[src/rtl/mdio_cmd_pkg.sv]
package mdio_cmd_pkg;
  localparam int FRAME_LEN = 64;
  localparam int TA_FIRST  = 46;
  localparam int TA_LAST   = 47;
  localparam int DATA_LEN  = 16;

  localparam int CMD_GO_BIT  = 31;
  localparam int CMD_PHY_LSB = 25;
  localparam int CMD_REG_LSB = 20;
  localparam int CMD_WD_LSB  = 4;
  localparam int CMD_OP_LSB  = 1;

  typedef enum logic [1:0] {
    OP_NOP  = 2'd0,
    OP_WR   = 2'd1,
    OP_RD   = 2'd2,
    OP_RSVD = 2'd3
  } mgmt_op_e;

  function automatic logic [FRAME_LEN-1:0] make_frame(input logic [31:0] cmd);
    logic       is_rd;
    logic [1:0] op_code;
    logic [1:0] ta;
    logic [15:0] payload;
    is_rd   = (cmd[CMD_OP_LSB +: 2] == OP_RD);
    op_code = is_rd ? 2'b10 : 2'b01;
    ta      = is_rd ? 2'b11 : 2'b10;
    payload = is_rd ? 16'hFFFF : cmd[CMD_WD_LSB +: 16];
    make_frame = {32'hFFFF_FFFF, 2'b01, op_code,
                  cmd[CMD_PHY_LSB +: 5], cmd[CMD_REG_LSB +: 5], ta, payload};
  endfunction
endpackage

[src/rtl/mdc_clock_gen.sv]
module mdc_clock_gen #(
  parameter int CLK_DIV = 4
) (
  input  logic clk,
  input  logic rst_n,
  input  logic run,
  output logic mdc,
  output logic rise_stb,
  output logic fall_stb
);
  localparam int HALF = CLK_DIV / 2;
  localparam int CW   = (CLK_DIV > 2) ? $clog2(CLK_DIV) : 1;

  logic [CW-1:0] cnt_q;

  assign rise_stb = run && (cnt_q == CW'(HALF - 1));
  assign fall_stb = run && (cnt_q == CW'(CLK_DIV - 1));

  always_ff @(posedge clk or negedge rst_n) begin
    if (!rst_n) begin
      cnt_q <= '0;
      mdc   <= 1'b0;
    end else if (!run) begin
      cnt_q <= '0;
      mdc   <= 1'b0;
    end else begin
      cnt_q <= fall_stb ? '0 : cnt_q + 1'b1;
      if (rise_stb)      mdc <= 1'b1;
      else if (fall_stb) mdc <= 1'b0;
    end
  end
endmodule

[src/rtl/mdio_frame_shifter.sv]
module mdio_frame_shifter
  import mdio_cmd_pkg::*;
(
  input  logic                 clk,
  input  logic                 rst_n,
  input  logic                 load,
  input  logic [FRAME_LEN-1:0] frame_in,
  input  logic                 load_is_rd,
  input  logic                 rise_stb,
  input  logic                 fall_stb,
  input  logic                 mdio_i,
  output logic                 mdio_o,
  output logic                 mdio_oe,
  output logic                 done,
  output logic [DATA_LEN-1:0]  rd_bits,
  output logic                 ta_err
);
  localparam int IW = $clog2(FRAME_LEN);

  logic [FRAME_LEN-1:0] sreg_q;
  logic [IW-1:0]        idx_q;
  logic                 active_q;
  logic                 rd_q;
  logic                 in_data;

  assign in_data = (idx_q >= IW'(TA_LAST + 1));
  assign done    = active_q && fall_stb && (idx_q == IW'(FRAME_LEN - 1));
  assign mdio_oe = active_q && !(rd_q && (idx_q >= IW'(TA_FIRST)));
  assign mdio_o  = mdio_oe ? sreg_q[FRAME_LEN-1] : 1'b1;

  always_ff @(posedge clk or negedge rst_n) begin
    if (!rst_n) begin
      sreg_q   <= '0;
      idx_q    <= '0;
      active_q <= 1'b0;
      rd_q     <= 1'b0;
      rd_bits  <= '0;
      ta_err   <= 1'b0;
    end else if (load) begin
      sreg_q   <= frame_in;
      idx_q    <= '0;
      active_q <= 1'b1;
      rd_q     <= load_is_rd;
      ta_err   <= 1'b0;
    end else if (active_q) begin
      if (rise_stb && rd_q) begin
        if (idx_q == IW'(TA_LAST)) ta_err  <= mdio_i;
        if (in_data)               rd_bits <= {rd_bits[DATA_LEN-2:0], mdio_i};
      end
      if (fall_stb) begin
        sreg_q <= {sreg_q[FRAME_LEN-2:0], 1'b1};
        idx_q  <= idx_q + 1'b1;
        if (done) active_q <= 1'b0;
      end
    end
  end
endmodule

[src/rtl/mdio_cmd_ctrl.sv]
module mdio_cmd_ctrl
  import mdio_cmd_pkg::*;
#(
  parameter int CLK_DIV = 4
) (
  input  logic        clk,
  input  logic        rst_n,
  input  logic        cmd_we,
  input  logic [31:0] cmd_word,
  output logic [31:0] status_o,
  output logic [31:0] data_o,
  output logic        mdc_o,
  output logic        mdio_o,
  output logic        mdio_oe,
  input  logic        mdio_i
);
  logic       busy_q;
  logic       op_rd_q;
  logic       accept;
  logic       rise_stb, fall_stb, done, ta_err;
  logic [DATA_LEN-1:0] rd_bits;
  mgmt_op_e   op;

  assign op     = mgmt_op_e'(cmd_word[CMD_OP_LSB +: 2]);
  assign accept = cmd_we && cmd_word[CMD_GO_BIT] && !busy_q &&
                  (op == OP_WR || op == OP_RD);

  always_ff @(posedge clk or negedge rst_n) begin
    if (!rst_n) begin
      busy_q  <= 1'b0;
      op_rd_q <= 1'b0;
      data_o  <= '0;
    end else begin
      if (accept) begin
        busy_q  <= 1'b1;
        op_rd_q <= (op == OP_RD);
      end else if (done) begin
        busy_q <= 1'b0;
        if (op_rd_q) data_o <= {14'b0, {2{ta_err}}, rd_bits};
      end
    end
  end

  assign status_o = {28'b0, busy_q, 3'b0};

  mdc_clock_gen #(.CLK_DIV(CLK_DIV)) clk_gen_i (
    .clk      (clk),
    .rst_n    (rst_n),
    .run      (busy_q),
    .mdc      (mdc_o),
    .rise_stb (rise_stb),
    .fall_stb (fall_stb)
  );

  mdio_frame_shifter shift_i (
    .clk        (clk),
    .rst_n      (rst_n),
    .load       (accept),
    .frame_in   (make_frame(cmd_word)),
    .load_is_rd (op == OP_RD),
    .rise_stb   (rise_stb),
    .fall_stb   (fall_stb),
    .mdio_i     (mdio_i),
    .mdio_o     (mdio_o),
    .mdio_oe    (mdio_oe),
    .done       (done),
    .rd_bits    (rd_bits),
    .ta_err     (ta_err)
  );
endmodule

[config.mk]
export PLATFORM = sky130hd
export DESIGN_NAME = mdio_cmd_ctrl
export DESIGN_NICKNAME = d
export VERILOG_FILES = /design/src/rtl/mdio_cmd_pkg.sv /design/src/rtl/mdc_clock_gen.sv /design/src/rtl/mdio_frame_shifter.sv /design/src/rtl/mdio_cmd_ctrl.sv
export SDC_FILE = /design/constraint.sdc
export NUM_CORES = 1
export LEC_CHECK = 0
export BUFFER_PORTS_ARGS = -buffer_cell sky130_fd_sc_hd__buf_4
export CAP_MARGIN = 20
export CORE_MARGIN = 5
export CORE_UTILIZATION = 40
export CTS_BUF_LIST = sky130_fd_sc_hd__clkbuf_8 sky130_fd_sc_hd__clkbuf_16
export DETAILED_ROUTE_END_ITERATION = 8
export GPL_TIMING_DRIVEN = 0
export PLACE_DENSITY = 0.69
export SYNTH_ARGS = -nofsm -noshare
export SYNTH_HDL_FRONTEND = slang
export SYNTH_SLANG_ARGS = --single-unit
[constraint.sdc]
create_clock -name clk -period 3.3 [get_ports clk]
set_clock_uncertainty 0.05 [all_clocks]
set_input_delay 0.33 -clock clk [delete_from_list [all_inputs] [get_ports clk]]
set_output_delay 0.33 -clock clk [all_outputs]
set_load 0.02 [all_outputs]
* After elaboration in Yosys (flattened, before gate mapping)
Index checks and enable logic that the tools add are counted.
Storage, ports and cells: bits of input ports 36, logic and storage cells 69, flip-flop bits (word level) 110, output and inout port bits 67
Operators by class: magnitude comparators 2, equal/unequal tests 7, bitwise logic cells 1, add/subtract/negate cells 2, multiplexer cells 25, reduce and logical (&&, ||, !) cells 22
Operator list (number):
- two-way mux 64 bit | 3
- two-way mux 6 bit | 3
- two-way mux 16 bit | 1
- two-way mux 1 bit | 15
- equality test 6 bit, second input constant | 2
- >= comparator 6 bit, second input constant | 2
- logical AND 1 bit | 10
- nonzero test 2 bit | 5
- adder 6 x 1 -> 6 bit, second input constant | 1
- two-way mux 2 bit | 3
- AND reduction 3 bit | 2
- equality test 2 x 1 -> 1 bit, second input constant | 2
- equality test 2 bit, second input constant | 2
- AND reduction 4 bit | 1
- != test 3 x 1 -> 1 bit, second input constant | 1
- adder 2 x 1 -> 2 bit, second input constant | 1
- zero test 1 bit | 2
- AND reduction 2 bit | 1
- logical OR 1 bit | 1
- NOT 1 bit | 1

* Logic depth before layout (Yosys ltp)
word-level depth 8, gate-level depth with buffers 7, mapped depth without buffers 6

* By module
From an unflattened synthesis, not the netlist that was laid out.
Unflattened totals: cell total of the unflattened synthesis 487, area total of the unflattened synthesis 5514.0 µm²
By module, submodules not included:
- mdio_frame_shifter | cells an instance 360, sequential area each 2227.1 µm², times used 1, area each 4090.2 µm²
- mdio_cmd_ctrl | cells an instance 114, sequential area each 475.5 µm², times used 1, area each 1280.0 µm²
- mdc_clock_gen | cells an instance 13, sequential area each 75.1 µm², times used 1, area each 143.9 µm²

* Least setup slack after synthesis
OpenSTA, ideal clock, no wires.
path kind reg2reg, start point register shift_i.idx_q[0], end point register, netlist name data_o[16], buffers on the path 1, required time 3123 ps, setup slack 1402 ps, setup time 127 ps, stages on the path, launching flop included 7, clock period less this slack 1898 ps, arrival time 1721 ps, cells stage by stage dfrtp_1 -> ha_1 -> nand3_1 -> or3b_4 -> nor2_8 -> buf_12 -> mux2_1
On the way: word-level cells in the longest chain between the ends 3
Ends and longest elaborated chain:
- start: declaration | RTL line mdio_frame_shifter.sv:21 | logic [IW-1:0] idx_q;
- start signal: assignment | RTL line mdio_frame_shifter.sv:52 | idx_q <= idx_q + 1'b1;
- equality test 6 bit | RTL line mdio_frame_shifter.sv:27 | assign done = active_q && fall_stb && (idx_q == IW'(FRAME_LEN - 1));
- logical AND 1 bit | RTL line mdio_frame_shifter.sv:27
- AND reduction 3 bit (no line)
Every way passes these cells. A chain may end at the register's enable or synchronous reset.

* Final worst setup path
start point register shift_i.idx_q[0], end point register, netlist name data_o[16]
On the way: word-level cells in the longest chain between the ends 3
Ends and longest elaborated chain (RTL line):
- equality test 6 bit | mdio_frame_shifter.sv:27
- logical AND 1 bit | mdio_frame_shifter.sv:27
- AND reduction 3 bit (no line)
Every way passes these cells.

==> flow_summary_export.csv <==
group,metric,value,unit
status,run_status,"completed",
placement,dp_hpwl,6377,µm
global_route,global_route_wire_length_before_repair,15210,µm
global_route,grt_start_max_net_pins,69,
synth,synth-seq-cells,110,
finish,p_r_area_growth_vs_syn,21.99,%
clock_tree,tritoncts,"built",
placement,placed_cells,654,
routing,detail_route.drc_violations,0,
power_and_ir_drop,worst_ir_drop_vdd,395.7,µV
setup_path,critical_path.cell_chain,"ha_1, nand3_1, or3b_4, nor2_8, buf_12, mux2_1",
timing,tns,0,ns
clock_tree,path_clk_slew,0.07,ns
timing,postLayoutSetupSlackWorst,1.211,ns
job,max_cap_violations,0,
setup_path,critPathSlowestCell,"sky130_fd_sc_hd__or3b_4",
clock_tree,cts_root_buf,"sky130_fd_sc_hd__clkbuf_16",
worst_hold_path,hold_class,"in -> async",
power_and_ir_drop,total_leakage_power,2.893,nW
placement,portBuffers,54,
finish,antenna-diode-count,0,
power_and_ir_drop,pwr_density_cell,674.3,mW/mm²
routing,met2WireLength,4302,µm
setup_path,critPathCaptureType,"flip-flop",
clock_tree,cts.repair_timing.setup_buffer_count,0,
clock_tree,clock_latency,0.34,ns
global_route,number_of_antenna_violations_at_the_first_check_in_global_routing,0,
clock_tree,cts_max_path_buffers,2,
floorplan,start_util,41.19,%
floorplan,design.die.area,0.01419,mm²
setup_path,path_max_fanout,10,
timing,finalCritPeriodShare,63.29,%
floorplan,io_pins,103,
routing,drt_pass1_iterations,5,
synth,synth.lib_cells_used.distinct,37,
synth,synth_async_sr_flop_share,100.0,%
floorplan,num_rows,39,
synth,ys_top_cells_by_area,"sky130_fd_sc_hd__dfrtp_1 58%, sky130_fd_sc_hd__buf_4 7.4%, sky130_fd_sc_hd__nand2_1 6.1%",
routing,drt_wl_total,8880,µm
setup_path,cp_data_required_time,3.48,ns
routing,uppermost_routed_layer,"met4",
setup_path,critical_path.max_stage_delay,0.45,ns
synth,synth_top_area_share,57.79,%
routing,detailroute.via_count,3193,
timing,worst_pin_slew,0.8758,ns
timing,relSlewSlack,41.61,%
synth,synth_area_per_cell,11.56,µm²
timing,timing.final.crit_period,2.089,ns
routing,routedLengthMet1,3974,µm
setup_path,critical-path-top-delay-family,"simple AND/OR/NAND/NOR gates",
synth,seq_area_frac_synth,57.79,%
floorplan,die_h,119.1,µm
floorplan,fp.dieW,119.1,µm
clock_tree,cts.sink_count,110,
global_route,grt_use_total,12.83,%
placement,gp_routability_congestion,0.7667,
clock_tree,h-tree-depth,3,
clock_tree,cts_buffers,9,
synth,synth_enable_flop_cells,0,
routing,drt_first_iter_violations,231,
clock_tree,cts_resized,0,
timing,finalMaxSlewViolations,0,
synth,post-synth-top-area-cell,"sky130_fd_sc_hd__dfrtp_1",
global_route,grt_pass1_vias,3145,
routing,routed_via_density,4.766,
timing,rsz0062_at_grt,"false",
clock_tree,ctsHoldBuffers,0,
global_route,grt_overflow,0,
synth,synth_ff_type,"sky130_fd_sc_hd__dfrtp_1",
finish,finish.cell_count_without_fillers,670,
finish,nets,562,
synth,netlist_area,0.004763,mm²
synth,yosysMostFrequentCell,"sky130_fd_sc_hd__dfrtp_1",
routing,ant_nets,0,
placement,pre_cts_slack,1.216,ns
synth,gate_count_post_synth,412,
routing,met3_length,563,µm
setup_path,critPathLaunchType,"flip-flop",
routing,post_drt_wl_per_cell,13.25,µm
finish,layout_cell_share_with_drive_strength_beyond_1,29.98,%
synth,synthesis.yosys.warnings,0,
setup_path,data_arrival_at_the_endpoint_of_the_critical_path,2.26,ns
setup_path,critPathKind,"reg -> reg",
timing,max_clock_freq,478.8,MHz
timing,finalHoldViolations,0,
floorplan,core-area,0.01156,mm²
timing,finalSetupViolations,0,
setup_path,cp.buffers_inverters,1,
synth,synthTopCellsByCount,"110 x sky130_fd_sc_hd__dfrtp_1, 77 x sky130_fd_sc_hd__nand2_1, 47 x sky130_fd_sc_hd__buf_4",
[cells in the final DEF, fill, tap and decap left out, types with 8 or more instances in the layout]
cell,instances
sky130_fd_sc_hd__a22oi_1,10
sky130_fd_sc_hd__buf_4,101
sky130_fd_sc_hd__clkbuf_1,14
sky130_fd_sc_hd__clkbuf_16,9
sky130_fd_sc_hd__conb_1,45
sky130_fd_sc_hd__dfrtp_1,110
sky130_fd_sc_hd__mux2_2,23
sky130_fd_sc_hd__mux2_4,9
sky130_fd_sc_hd__nand2_1,77
sky130_fd_sc_hd__nand3_1,23
sky130_fd_sc_hd__nor2_1,8
sky130_fd_sc_hd__o21ai_0,17
sky130_fd_sc_hd__o22a_1,28
[final timing paths]
check,endpoint,cells after the start,slack [ns],from
min in group clk,shift_i.sreg_q[24],3,0.17,cmd_word[26]
min,shift_i.sreg_q[23],1,0.03,rst_n
max in group asynchronous,data_o[7],2,2.44,rst_n
max,data_o[16],6,1.21,shift_i.idx_q[0]
max reg2reg,data_o[16],6,1.21,shift_i.idx_q[0]
min reg2reg,shift_i.sreg_q[8],2,0.43,shift_i.sreg_q[7]
[state kept, by name, summed over array words and instances (netlist names)]
register	count
data_o	17
shift_i.rd_bits	16
clk_gen_i.mdc	1
busy_q	1
shift_i.rd_q	1
clk_gen_i.cnt_q	2
shift_i.sreg_q	64
shift_i.active_q	1
shift_i.ta_err	1
shift_i.idx_q	6
[layer usage]
layer,global-route usage [%],vias up
met2,20.91,91
met1,16.78,1552
met3,3.934,4
li1,-,1546
met4,3.259,0
met5,0,-
[worst register-to-register path: cells and delay by family (launching register included)]
| family | cells | cell delay [ns] |
|---|---|---|
| multiplexers | 1 | 0.32 |
| flip-flops | 1 | 0.41 |
| buffers and inverters | 1 | 0.18 |
| AND/OR/NAND/NOR | 3 | 0.82 |
| adder cells (fa/ha/maj) | 1 | 0.19 |
[report_power, final]
group | total [mW] | switching (mW) | internal, mW
logic | 0.922 | 0.498 | 0.424
clock network | 1.00 | 0.474 | 0.528
registers | 1.99 | 0.236 | 1.76
[cells by family after synthesis]
group                    Yosys count  share of synthesized area (%)
AND/OR/NAND/NOR                  125                          11.98
flip-flops                       110                          57.79
buffers and inverters             71                          9.772
AO/OA/AOI/OAI                     64                          10.06
multiplexers                      34                          8.721
adder cells (fa/ha/maj)            4                          1.051
XOR/XNOR                           3                         0.5517
other                              1                        0.07873
[stage by stage]
step | hold slack, ns | utilization [%] | area (µm²) | total power [mW]
6_report | 0.02655 | 50.24 | 5811 | 3.918
2_1_floorplan | -0.01559 | - | 4928 | 2.657
3_5_place_dp | 0.4123 | 47.84 | 5533 | 2.941
4_1_cts | 0.07952 | 50.24 | 5811 | 3.960
5_1_grt | 0.1137 | 50.24 | 5811 | 4.185
3_3_place_gp | 0.3963 | 47.67 | 5513 | 2.880
[final cells by class]
class	instances	area, µm²
Sequential cell	110	2753
Clock inverter	6	38.79
Inverter	2	7.507
Clock buffer	10	239.0
Multi-Input combinational cell	275	1710
Buffer	69	457.9
Timing Repair Buffer	55	425.4
Tap cell	143	178.9
Fill cell	1008	5754
Note: power is estimated with default switching activity, not from simulation.
